===== config.mk =====
export PLATFORM = sky130hd
export DESIGN_NAME = sck_rate_gen
export DESIGN_NICKNAME = d
export VERILOG_FILES = /design/src/rtl/sck_rate_pkg.sv /design/src/rtl/sck_div_pow2.sv /design/src/rtl/sck_div_lin.sv /design/src/rtl/sck_phase_fsm.sv /design/src/rtl/sck_rate_gen.sv
export SDC_FILE = /design/constraint.sdc
export NUM_CORES = 1
export LEC_CHECK = 0
export ABC_CLOCK_PERIOD_IN_PS = 6900
export BUFFER_PORTS_ARGS = -buffer_cell sky130_fd_sc_hd__buf_2
export CORE_MARGIN = 1.5
export CORE_UTILIZATION = 50
export DETAILED_ROUTE_END_ITERATION = 16
export MAX_ROUTING_LAYER = met4
export PLACE_DENSITY = 0.7
export SLEW_MARGIN = 5
export SYNTH_ARGS = -nofsm -noshare
export SYNTH_HDL_FRONTEND = slang
export SYNTH_HIERARCHICAL = 1
export SYNTH_SLANG_ARGS = --single-unit

===== constraint.sdc =====
create_clock -name clk_i -period 6.9 [get_ports clk_i]
set_clock_uncertainty 0.2 [all_clocks]
set_input_delay 0 -clock clk_i [delete_from_list [all_inputs] [get_ports clk_i]]
set_output_delay 0 -clock clk_i [all_outputs]
set_load 0.005 [all_outputs]

===== src/rtl/sck_rate_pkg.sv =====
package sck_rate_pkg;

  typedef enum logic {
    SR_IDLE = 1'b0,
    SR_RUN  = 1'b1
  } sr_state_e;

  typedef enum logic {
    PATH_POW2 = 1'b0,
    PATH_LIN  = 1'b1
  } sr_path_e;

  // Width of the stage counter needed to reach 2^E - 1 for the largest E.
  function automatic int unsigned stage_width(input int unsigned exp_w);
    return (1 << exp_w) - 1;
  endfunction

endpackage


===== src/rtl/sck_div_pow2.sv =====
// Power-of-two half-period timer: fixed /2 prescale times 2^E stage.
// tick_o fires on the last cycle of every half SCK period (2*2^E cycles).
module sck_div_pow2 #(
  parameter int unsigned POW_W = 3
) (
  input  logic             clk_i,
  input  logic             rst_ni,
  input  logic             en_i,
  input  logic [POW_W-1:0] exp_i,
  output logic             tick_o
);
  import sck_rate_pkg::*;

  localparam int unsigned STG_W = stage_width(POW_W);

  logic             pre_q, pre_d;
  logic [STG_W-1:0] stg_q, stg_d;
  logic [STG_W:0]   pow_val;
  logic [STG_W-1:0] stg_lim;
  logic             stg_wrap;

  always_comb begin
    pow_val  = (STG_W+1)'(1) << exp_i;
    stg_lim  = pow_val[STG_W-1:0] - STG_W'(1);
    stg_wrap = (stg_q == stg_lim);
    tick_o   = en_i & pre_q & stg_wrap;
  end

  always_comb begin
    pre_d = pre_q;
    stg_d = stg_q;
    if (!en_i) begin
      pre_d = 1'b0;
      stg_d = '0;
    end else begin
      pre_d = ~pre_q;
      if (pre_q) begin
        stg_d = stg_wrap ? '0 : stg_q + STG_W'(1);
      end
    end
  end

  always_ff @(posedge clk_i or negedge rst_ni) begin
    if (!rst_ni) begin
      pre_q <= 1'b0;
      stg_q <= '0;
    end else begin
      pre_q <= pre_d;
      stg_q <= stg_d;
    end
  end

endmodule


===== src/rtl/sck_div_lin.sv =====
// Linear half-period timer: fixed /2 prescale folds into the half period,
// so each half SCK period lasts L+1 source cycles.
module sck_div_lin #(
  parameter int unsigned LIN_W = 8
) (
  input  logic             clk_i,
  input  logic             rst_ni,
  input  logic             en_i,
  input  logic [LIN_W-1:0] div_i,
  output logic             tick_o
);

  logic [LIN_W-1:0] cnt_q, cnt_d;
  logic             at_lim;

  always_comb begin
    at_lim = (cnt_q == div_i);
    tick_o = en_i & at_lim;
  end

  always_comb begin
    cnt_d = cnt_q;
    if (!en_i) begin
      cnt_d = '0;
    end else if (at_lim) begin
      cnt_d = '0;
    end else begin
      cnt_d = cnt_q + LIN_W'(1);
    end
  end

  always_ff @(posedge clk_i or negedge rst_ni) begin
    if (!rst_ni) begin
      cnt_q <= '0;
    end else begin
      cnt_q <= cnt_d;
    end
  end

endmodule


===== src/rtl/sck_phase_fsm.sv =====
// Run/idle control, SCK level and edge strobes.
module sck_phase_fsm (
  input  logic clk_i,
  input  logic rst_ni,
  input  logic run_i,
  input  logic cpol_live_i,
  input  logic cpol_lat_i,
  input  logic cpha_lat_i,
  input  logic half_tick_i,
  output logic busy_o,
  output logic sck_o,
  output logic shift_o,
  output logic sample_o
);
  import sck_rate_pkg::*;

  sr_state_e state_q, state_d;
  logic      sck_q, sck_d;
  logic      shift_q, shift_d;
  logic      sample_q, sample_d;
  logic      leading;

  always_comb begin
    state_d  = state_q;
    sck_d    = sck_q;
    shift_d  = 1'b0;
    sample_d = 1'b0;
    leading  = (sck_q == cpol_lat_i);
    case (state_q)
      SR_IDLE: begin
        sck_d = cpol_live_i;
        if (run_i) begin
          state_d = SR_RUN;
        end
      end
      SR_RUN: begin
        if (half_tick_i) begin
          sck_d = ~sck_q;
          if (leading ^ cpha_lat_i) begin
            sample_d = 1'b1;
          end else begin
            shift_d = 1'b1;
          end
          if (!leading && !run_i) begin
            state_d = SR_IDLE;
          end
        end
      end
      default: state_d = SR_IDLE;
    endcase
  end

  always_ff @(posedge clk_i or negedge rst_ni) begin
    if (!rst_ni) begin
      state_q  <= SR_IDLE;
      sck_q    <= 1'b0;
      shift_q  <= 1'b0;
      sample_q <= 1'b0;
    end else begin
      state_q  <= state_d;
      sck_q    <= sck_d;
      shift_q  <= shift_d;
      sample_q <= sample_d;
    end
  end

  assign busy_o   = (state_q == SR_RUN);
  assign sck_o    = sck_q;
  assign shift_o  = shift_q;
  assign sample_o = sample_q;

endmodule


===== src/rtl/sck_rate_gen.sv =====
module sck_rate_gen #(
  parameter int unsigned POW_W = 3,
  parameter int unsigned LIN_W = 8
) (
  input  logic             clk_i,
  input  logic             rst_ni,
  input  logic             run_i,
  input  logic             path_sel_i,
  input  logic [POW_W-1:0] pow_exp_i,
  input  logic [LIN_W-1:0] lin_div_i,
  input  logic             cpol_i,
  input  logic             cpha_i,
  output logic             sck_o,
  output logic             shift_o,
  output logic             sample_o
);
  import sck_rate_pkg::*;

  sr_path_e         sel_q, sel_d;
  logic [POW_W-1:0] exp_q, exp_d;
  logic [LIN_W-1:0] div_q, div_d;
  logic             cpol_q, cpol_d;
  logic             cpha_q, cpha_d;
  logic             busy;
  logic             cfg_ld;
  logic             pow_en, lin_en;
  logic             pow_tick, lin_tick, half_tick;

  // Settings are captured only while idle.
  assign cfg_ld = ~busy;

  always_comb begin
    sel_d  = sel_q;
    exp_d  = exp_q;
    div_d  = div_q;
    cpol_d = cpol_q;
    cpha_d = cpha_q;
    if (cfg_ld) begin
      sel_d  = sr_path_e'(path_sel_i);
      exp_d  = pow_exp_i;
      div_d  = lin_div_i;
      cpol_d = cpol_i;
      cpha_d = cpha_i;
    end
  end

  always_ff @(posedge clk_i or negedge rst_ni) begin
    if (!rst_ni) begin
      sel_q  <= PATH_POW2;
      exp_q  <= '0;
      div_q  <= '0;
      cpol_q <= 1'b0;
      cpha_q <= 1'b0;
    end else begin
      sel_q  <= sel_d;
      exp_q  <= exp_d;
      div_q  <= div_d;
      cpol_q <= cpol_d;
      cpha_q <= cpha_d;
    end
  end

  // Only the chosen path counts; the other is held cleared.
  assign pow_en = busy & (sel_q == PATH_POW2);
  assign lin_en = busy & (sel_q == PATH_LIN);

  sck_div_pow2 #(.POW_W(POW_W)) u_pow2 (
    .clk_i  (clk_i),
    .rst_ni (rst_ni),
    .en_i   (pow_en),
    .exp_i  (exp_q),
    .tick_o (pow_tick)
  );

  sck_div_lin #(.LIN_W(LIN_W)) u_lin (
    .clk_i  (clk_i),
    .rst_ni (rst_ni),
    .en_i   (lin_en),
    .div_i  (div_q),
    .tick_o (lin_tick)
  );

  assign half_tick = (sel_q == PATH_LIN) ? lin_tick : pow_tick;

  sck_phase_fsm u_fsm (
    .clk_i       (clk_i),
    .rst_ni      (rst_ni),
    .run_i       (run_i),
    .cpol_live_i (cpol_i),
    .cpol_lat_i  (cpol_q),
    .cpha_lat_i  (cpha_q),
    .half_tick_i (half_tick),
    .busy_o      (busy),
    .sck_o       (sck_o),
    .shift_o     (shift_o),
    .sample_o    (sample_o)
  );

endmodule


==> impl_metrics.env, run 1 <==
export IMPL_outcome="completed"
export IMPL_hpwl_um=2470
export IMPL_top_layer="met4"
export IMPL_worst_slack_ns=4.39
export IMPL_ios=20
export IMPL_grt_pass1_wl_um=6400
export IMPL_antenna_found_initial=0
export IMPL_arrival_ns=2.45
export IMPL_synth_edf_count=0
export IMPL_overflow=0
export IMPL_grtUsageTotal_pct=21.0
export IMPL_synth_top_area_share_pct=45.4
export IMPL_core_mm2=0.00363
export IMPL_power_density_mw_per_mm2=313
export IMPL_yosysUniqueCellTypes=43
export IMPL_postCtsSetupBuffers=0
export IMPL_drc_errors=0
export IMPL_yosys_register_bits=34
export IMPL_hold_path_class="primary input to async pin"
export IMPL_wl_um=3620
export IMPL_yosys_warnings=6
export IMPL_design_area_mm2=0.00223
export IMPL_drtPass1Iterations=4
export IMPL_htree_levels=2
export IMPL_diodes=0
export IMPL_via_count=1313
export IMPL_synthArstFlopShare_pct=100
export IMPL_total_power_mw=0.699
export IMPL_cts_clk_slew_worst_paths_ns=0.08
export IMPL_holdWs_ns=0.118
export IMPL_wl_met1_um=1680
export IMPL_ir_drop_uv=195
export IMPL_first_iter_violations=27
export IMPL_rows=22
export IMPL_nNetsFinal=211
export IMPL_place_area_mm2=0.00196
export IMPL_slew_headroom_pct=41.8
export IMPL_placed_cells=217
export IMPL_final_core_util_pct=61.5
export IMPL_yosysSeqAreaShare_pct=45.4
export IMPL_avgSynthCellArea_um2=12.0
export IMPL_fp_dieH_um=64.2
export IMPL_critPathLaunchType="flop"
export IMPL_cts_resized_gates=0
export IMPL_die_area_mm2=0.00412
export IMPL_crit_path_end_kind="flop"
export IMPL_synthesis_area_mm2=0.00187
export IMPL_post_route_min_period_ns=2.51
export IMPL_die_w_um=64.2
export IMPL_synthCells=156
export IMPL_total_leakage_power_nw=0.975
export IMPL_viasPerCell=5.45
export IMPL_cts_root_buffer="clkbuf_8"
export IMPL_cts_tree="done"
export IMPL_yosysMostFrequentCell="dfrtp_1"
export IMPL_initial_utilization_pct=51.5
export IMPL_syn_nets=175
export IMPL_synth_largest_area_cell="dfrtp_1"
export IMPL_cts_sinks=34
export IMPL_place_congestion=0.923
export IMPL_port_buffers=19
export IMPL_crit_fanout=11
export IMPL_tightest_slew_ns=0.874
export IMPL_clock_fmax_mhz=398
export IMPL_wl_per_cell_um=15.0
export IMPL_slew_violations=0
export IMPL_path_class="flop to flop"
export IMPL_ff2ff_path_depth=7
export IMPL_antenna_left=0
export IMPL_grt_max_degree=35
export IMPL_numCtsBuffers=5
export IMPL_cts_max_path_buffers=2
export IMPL_finalSetupViolCount=0
export IMPL_syn2layout_area_growth_pct=19.2
export IMPL_synth_commonest_cells="34 x dfrtp_1, 13 x xor2_1, 10 x nand2_1"
export IMPL_synthFlopType="dfrtp_1"
export IMPL_tns_ns=0
export IMPL_place_ws_ns=4.42
export IMPL_min_period_over_period_pct=36.4
export IMPL_grt_pass1_vias=1323
export IMPL_clkLatencyLatePin_ns=0.29
export IMPL_met3_length_um=150
export IMPL_wl_met2_um=1750
export IMPL_rsz0062_at_grt="no"
export IMPL_drive_above_1_share_pct=27.5
export IMPL_hold_viol_final=0
export IMPL_cap_violations=0
export IMPL_yosys_top_cells_area="dfrtp_1 45%, mux2_4 6.4%, xor2_1 6.1%, mux2_2 4.2%, a211oi_1 3.6%"
export IMPL_cp_required_ns=6.83
export IMPL_instances_no_fill=241
## worst max-delay path, cell delays in order (launching register included)
cell       delay (ns)
dfrtp_1          0.51
a2111oi_1        0.64
a41oi_2          0.14
nor3_4           0.30
and3_1           0.18
mux2_2           0.18
xnor2_1          0.12
a21oi_1          0.09
## placed cells by master, fill, tap and decap left out, drive strengths merged, types with 2 or more instances in the layout
master,count
dfrtp,34
buf,19
dlygate4sd3,16
xor2,15
mux2,15
nand2,10
a211oi,9
inv,6
xnor2,6
clkbuf,5
nor2,5
a21oi,5
nand3,4
or3,4
nor3,4
o21ai,3
a221oi,3
nand4,3
nor4,3
clkinvlp,2
and3,2
ha,2
nor2b,2
## cell type report
| class | count | area [µm²] |
|---|---|---|
| Fill cell | 308 | 1400 |
| Multi-Input combinational cell | 110 | 931 |
| Sequential cell | 34 | 851 |
| Timing Repair Buffer | 35 | 255 |
| Clock buffer | 5 | 68.8 |
| Tap cell | 48 | 60.1 |
| Clock inverter | 3 | 45.0 |
| Inverter | 6 | 22.5 |
## where the power goes
| part | internal [mW] | switching [mW] |
|---|---|---|
| Combinational | 0.116 | 0.0930 |
| Sequential | 0.243 | 0.0656 |
| Clock | 0.107 | 0.0738 |
## sequential cells by signal, indices dropped and copies added, names as in the netlist
signal / flops
cpha_q: 1
cpol_q: 1
div_q: 8
exp_q: 3
sel_q: 1
u_fsm/busy_o: 1
u_fsm/sample_o: 1
u_fsm/sck_o: 1
u_fsm/shift_o: 1
u_lin/cnt_q: 8
u_pow2/pre_q: 1
u_pow2/stg_q: 7
## logic make-up after synthesis
family / Yosys count / synth area share, %
adder cells (fa/ha/maj): 2 / 1.34
XOR/XNOR: 22 / 11.8
multiplexers: 15 / 10.6
AO/OA/AOI/OAI: 29 / 12.2
flip-flops: 34 / 45.4
buffers and inverters: 12 / 4.88
AND/OR/NAND/NOR: 42 / 13.7
## worst paths after layout
path / start / to / slack [ns]
max reg2reg: exp_q[1]$_DFFE_PN0N_ / u_fsm/sck_o$_DFFE_PN0P_ / 4.39
max in group asynchronous: rst_ni / u_pow2/stg_q[2]$_DFFE_PN0N_ / 5.91
min: rst_ni / u_pow2/stg_q[5]$_DFFE_PN0N_ / 0.12
max: exp_q[1]$_DFFE_PN0N_ / u_fsm/sck_o$_DFFE_PN0P_ / 4.39
min reg2reg: cpha_q$_DFFE_PN0N_ / cpha_q$_DFFE_PN0N_ / 0.34
min in group clk_i: lin_div_i[3] / div_q[3]$_DFFE_PN0N_ / 0.27
## metal layers
metal / global-route usage [%] / vias to the layer above
met2: 33.3 / 34
li1: - / 637
met5: - / -
met3: 4.40 / 5
met1: 26.4 / 637
met4: 7.98 / 0
## timing repair
action / 4_1_cts / 5_1_grt
endpoints found under the setup margin: 0 / 0
hold endpoints to repair: 50 / 0
hold buffers: 16 / 0
(Power assumes the default switching activity.)
==> inputs of run 2 (changes only) <==
--- a/config.mk
+++ b/config.mk
@@ -5,7 +5,7 @@
 export SDC_FILE = /design/constraint.sdc
 export NUM_CORES = 1
 export LEC_CHECK = 0
-export ABC_CLOCK_PERIOD_IN_PS = 6900
+export ABC_CLOCK_PERIOD_IN_PS = 2500
 export BUFFER_PORTS_ARGS = -buffer_cell sky130_fd_sc_hd__buf_2
 export CORE_MARGIN = 1.5
 export CORE_UTILIZATION = 50
==> constraint.sdc (replaced) <==
create_clock -name clk_i -period 2.5 [get_ports clk_i]
set_clock_uncertainty 0.2 [all_clocks]
set_input_delay 0 -clock clk_i [delete_from_list [all_inputs] [get_ports clk_i]]
set_output_delay 0 -clock clk_i [all_outputs]
set_load 0.005 [all_outputs]
==> run 2 against run 1 <==
Against the previous run: combinational power grew to 3.0 times the previous value; clock power grew 120%; critical endpoint unchanged; largest cell class unchanged; non-clock buffer count grew 6; global-route usage shrank 0.24 points.
==> impl_metrics.env, run 2 (synthesis gave the netlist of run 1 again) <==
export IMPL_ios=20
export IMPL_critPathSlowestCell="or4_4"
export IMPL_wl_um=3690
export IMPL_grt_pass1_wl_um=6440
export IMPL_drc_errors=0
export IMPL_core_mm2=0.00363
export IMPL_viasPerCell=5.48
export IMPL_critPathLaunchType="flop"
export IMPL_max_stage_delay_ns=0.55
export IMPL_diodes=0
export IMPL_rsz0062_at_grt="no"
export IMPL_ir_drop_uv=512
export IMPL_placed_cells=223
export IMPL_top_regs="div_q: 8 flops, u_lin/cnt_q: 8 flops, u_pow2/stg_q: 7 flops"
export IMPL_crit_family="simple AND/OR/NAND/NOR gates"
export IMPL_postCtsSetupBuffers=0
export IMPL_cts_root_buffer="clkbuf_8"
export IMPL_tns_ns=0
export IMPL_total_leakage_power_nw=1.00
export IMPL_cap_violations=0
export IMPL_layout_commonest_cell="dfrtp_1"
export IMPL_rows=22
export IMPL_crit_fanout=6
export IMPL_power_density_mw_per_mm2=831
export IMPL_first_iter_violations=37
export IMPL_antenna_found_initial=0
export IMPL_crit_path_end_kind="flop"
export IMPL_grtUsageTotal_pct=20.7
export IMPL_instances_no_fill=245
export IMPL_hold_path_class="primary input to async pin"
export IMPL_htree_levels=2
export IMPL_finalSetupViolCount=0
export IMPL_drive_above_1_share_pct=29.4
export IMPL_cts_clk_slew_worst_paths_ns=0.07
export IMPL_die_w_um=64.2
export IMPL_clkLatencyLatePin_ns=0.28
export IMPL_layout_common_cells="34 x dfrtp_1, 19 x buf_2, 16 x dlygate4sd3_1, 13 x xor2_1, 10 x nand2_1"
export IMPL_cts_sinks=34
export IMPL_place_congestion=0.874
export IMPL_critPathBufInv=0
export IMPL_hold_viol_final=0
export IMPL_rrSetupSlack_ns=0.19
export IMPL_cts_max_path_buffers=2
export IMPL_path_cells="or4_4, o22ai_2, a21oi_2, nor3_4, and3_1, mux2_2, xnor2_1, a21oi_1"
export IMPL_post_route_min_period_ns=2.31
export IMPL_nNetsFinal=217
export IMPL_grt_pass1_vias=1402
export IMPL_total_power_mw=1.87
export IMPL_path_class="flop to flop"
export IMPL_die_area_mm2=0.00412
export IMPL_numCtsBuffers=5
export IMPL_wl_per_cell_um=15.1
export IMPL_place_ws_ns=0.195
export IMPL_overflow=0
export IMPL_worst_slack_ns=0.186
export IMPL_grt_max_degree=35
export IMPL_cts_tree="done"
export IMPL_slew_headroom_pct=49.8
export IMPL_outcome="completed"
export IMPL_tightest_slew_ns=0.754
export IMPL_antenna_left=0
export IMPL_min_period_over_period_pct=92.6
export IMPL_clock_fmax_mhz=432
export IMPL_cp_required_ns=2.46
export IMPL_drtPass1Iterations=4
export IMPL_slew_violations=0
export IMPL_syn2layout_area_growth_pct=20.2
export IMPL_hpwl_um=2600
export IMPL_port_buffers=19
export IMPL_arrival_ns=2.27
export IMPL_initial_utilization_pct=51.5
export IMPL_via_count=1342
export IMPL_fp_dieH_um=64.2
==> run 2: cell types whose count changed in the layout (fill, tap and decap cells not counted) <==
cell and delta:
bufinv_16 -1, clkinvlp_4 -2, a2111oi_2 +1, clkbuf_8 +1
a2111oi_1 -1, buf_4 +6
==> run 2: what timing repair did <==
action / 4_1_cts / 5_1_grt
setup endpoints to repair: 0 / 2
hold buffers: 16 / 0
hold endpoints to repair: 50 / 0
gates resized for setup: 0 / 1
==> run 2: layer usage <==
layer / vias to the layer above / track usage (%) / share of wire [%]
met1: 662 / 26.3 / 46
met2: 30 / 33.9 / 49
met4: 0 / 6.38 / 1.2
met3: 5 / 3.87 / 3.5
li1: 645 / - / -
met5: - / - / 0
==> run 2: power breakdown <==
group	switching (mW)	leakage [nW]	internal, mW	total, mW
Combinational	0.279	0.527	0.347	0.626
Clock	0.186	0.0431	0.212	0.398
Sequential	0.173	0.429	0.672	0.846
==> run 2: final timing paths <==
check                                             from                       to  depth (start not counted)
max                        u_pow2/stg_q[2]$_DFFE_PN0N_  u_fsm/sck_o$_DFFE_PN0P_                          8
min                                             rst_ni     div_q[0]$_DFFE_PN0N_                          2
max reg2reg                u_pow2/stg_q[2]$_DFFE_PN0N_  u_fsm/sck_o$_DFFE_PN0P_                          8
min reg2reg                         cpha_q$_DFFE_PN0N_       cpha_q$_DFFE_PN0N_                          1
max in group asynchronous                       rst_ni     div_q[5]$_DFFE_PN0N_                          2
min in group clk_i                        lin_div_i[3]     div_q[3]$_DFFE_PN0N_                          3
==> run 2: area by class of cell <==
class / instances / area (µm²)
clock buffers: 6 / 82.6
fillers: 299 / 1380
inverters: 6 / 22.5
multi-input cells: 110 / 936
flip-flops and latches: 34 / 851
well taps: 48 / 60.1
repair buffers: 41 / 300
==> run 2: stage by stage <==
step                      hold WS [ns]  utilization, %  cell area (µm²)
final                            0.126            62.0             2250
after global routing             0.204            62.0             2250
after CTS                        0.158            61.8             2250
after detailed placement       -0.0871            55.2             2000
after global placement         -0.0990            55.2             2000
after floorplan                 -0.496               -             1870
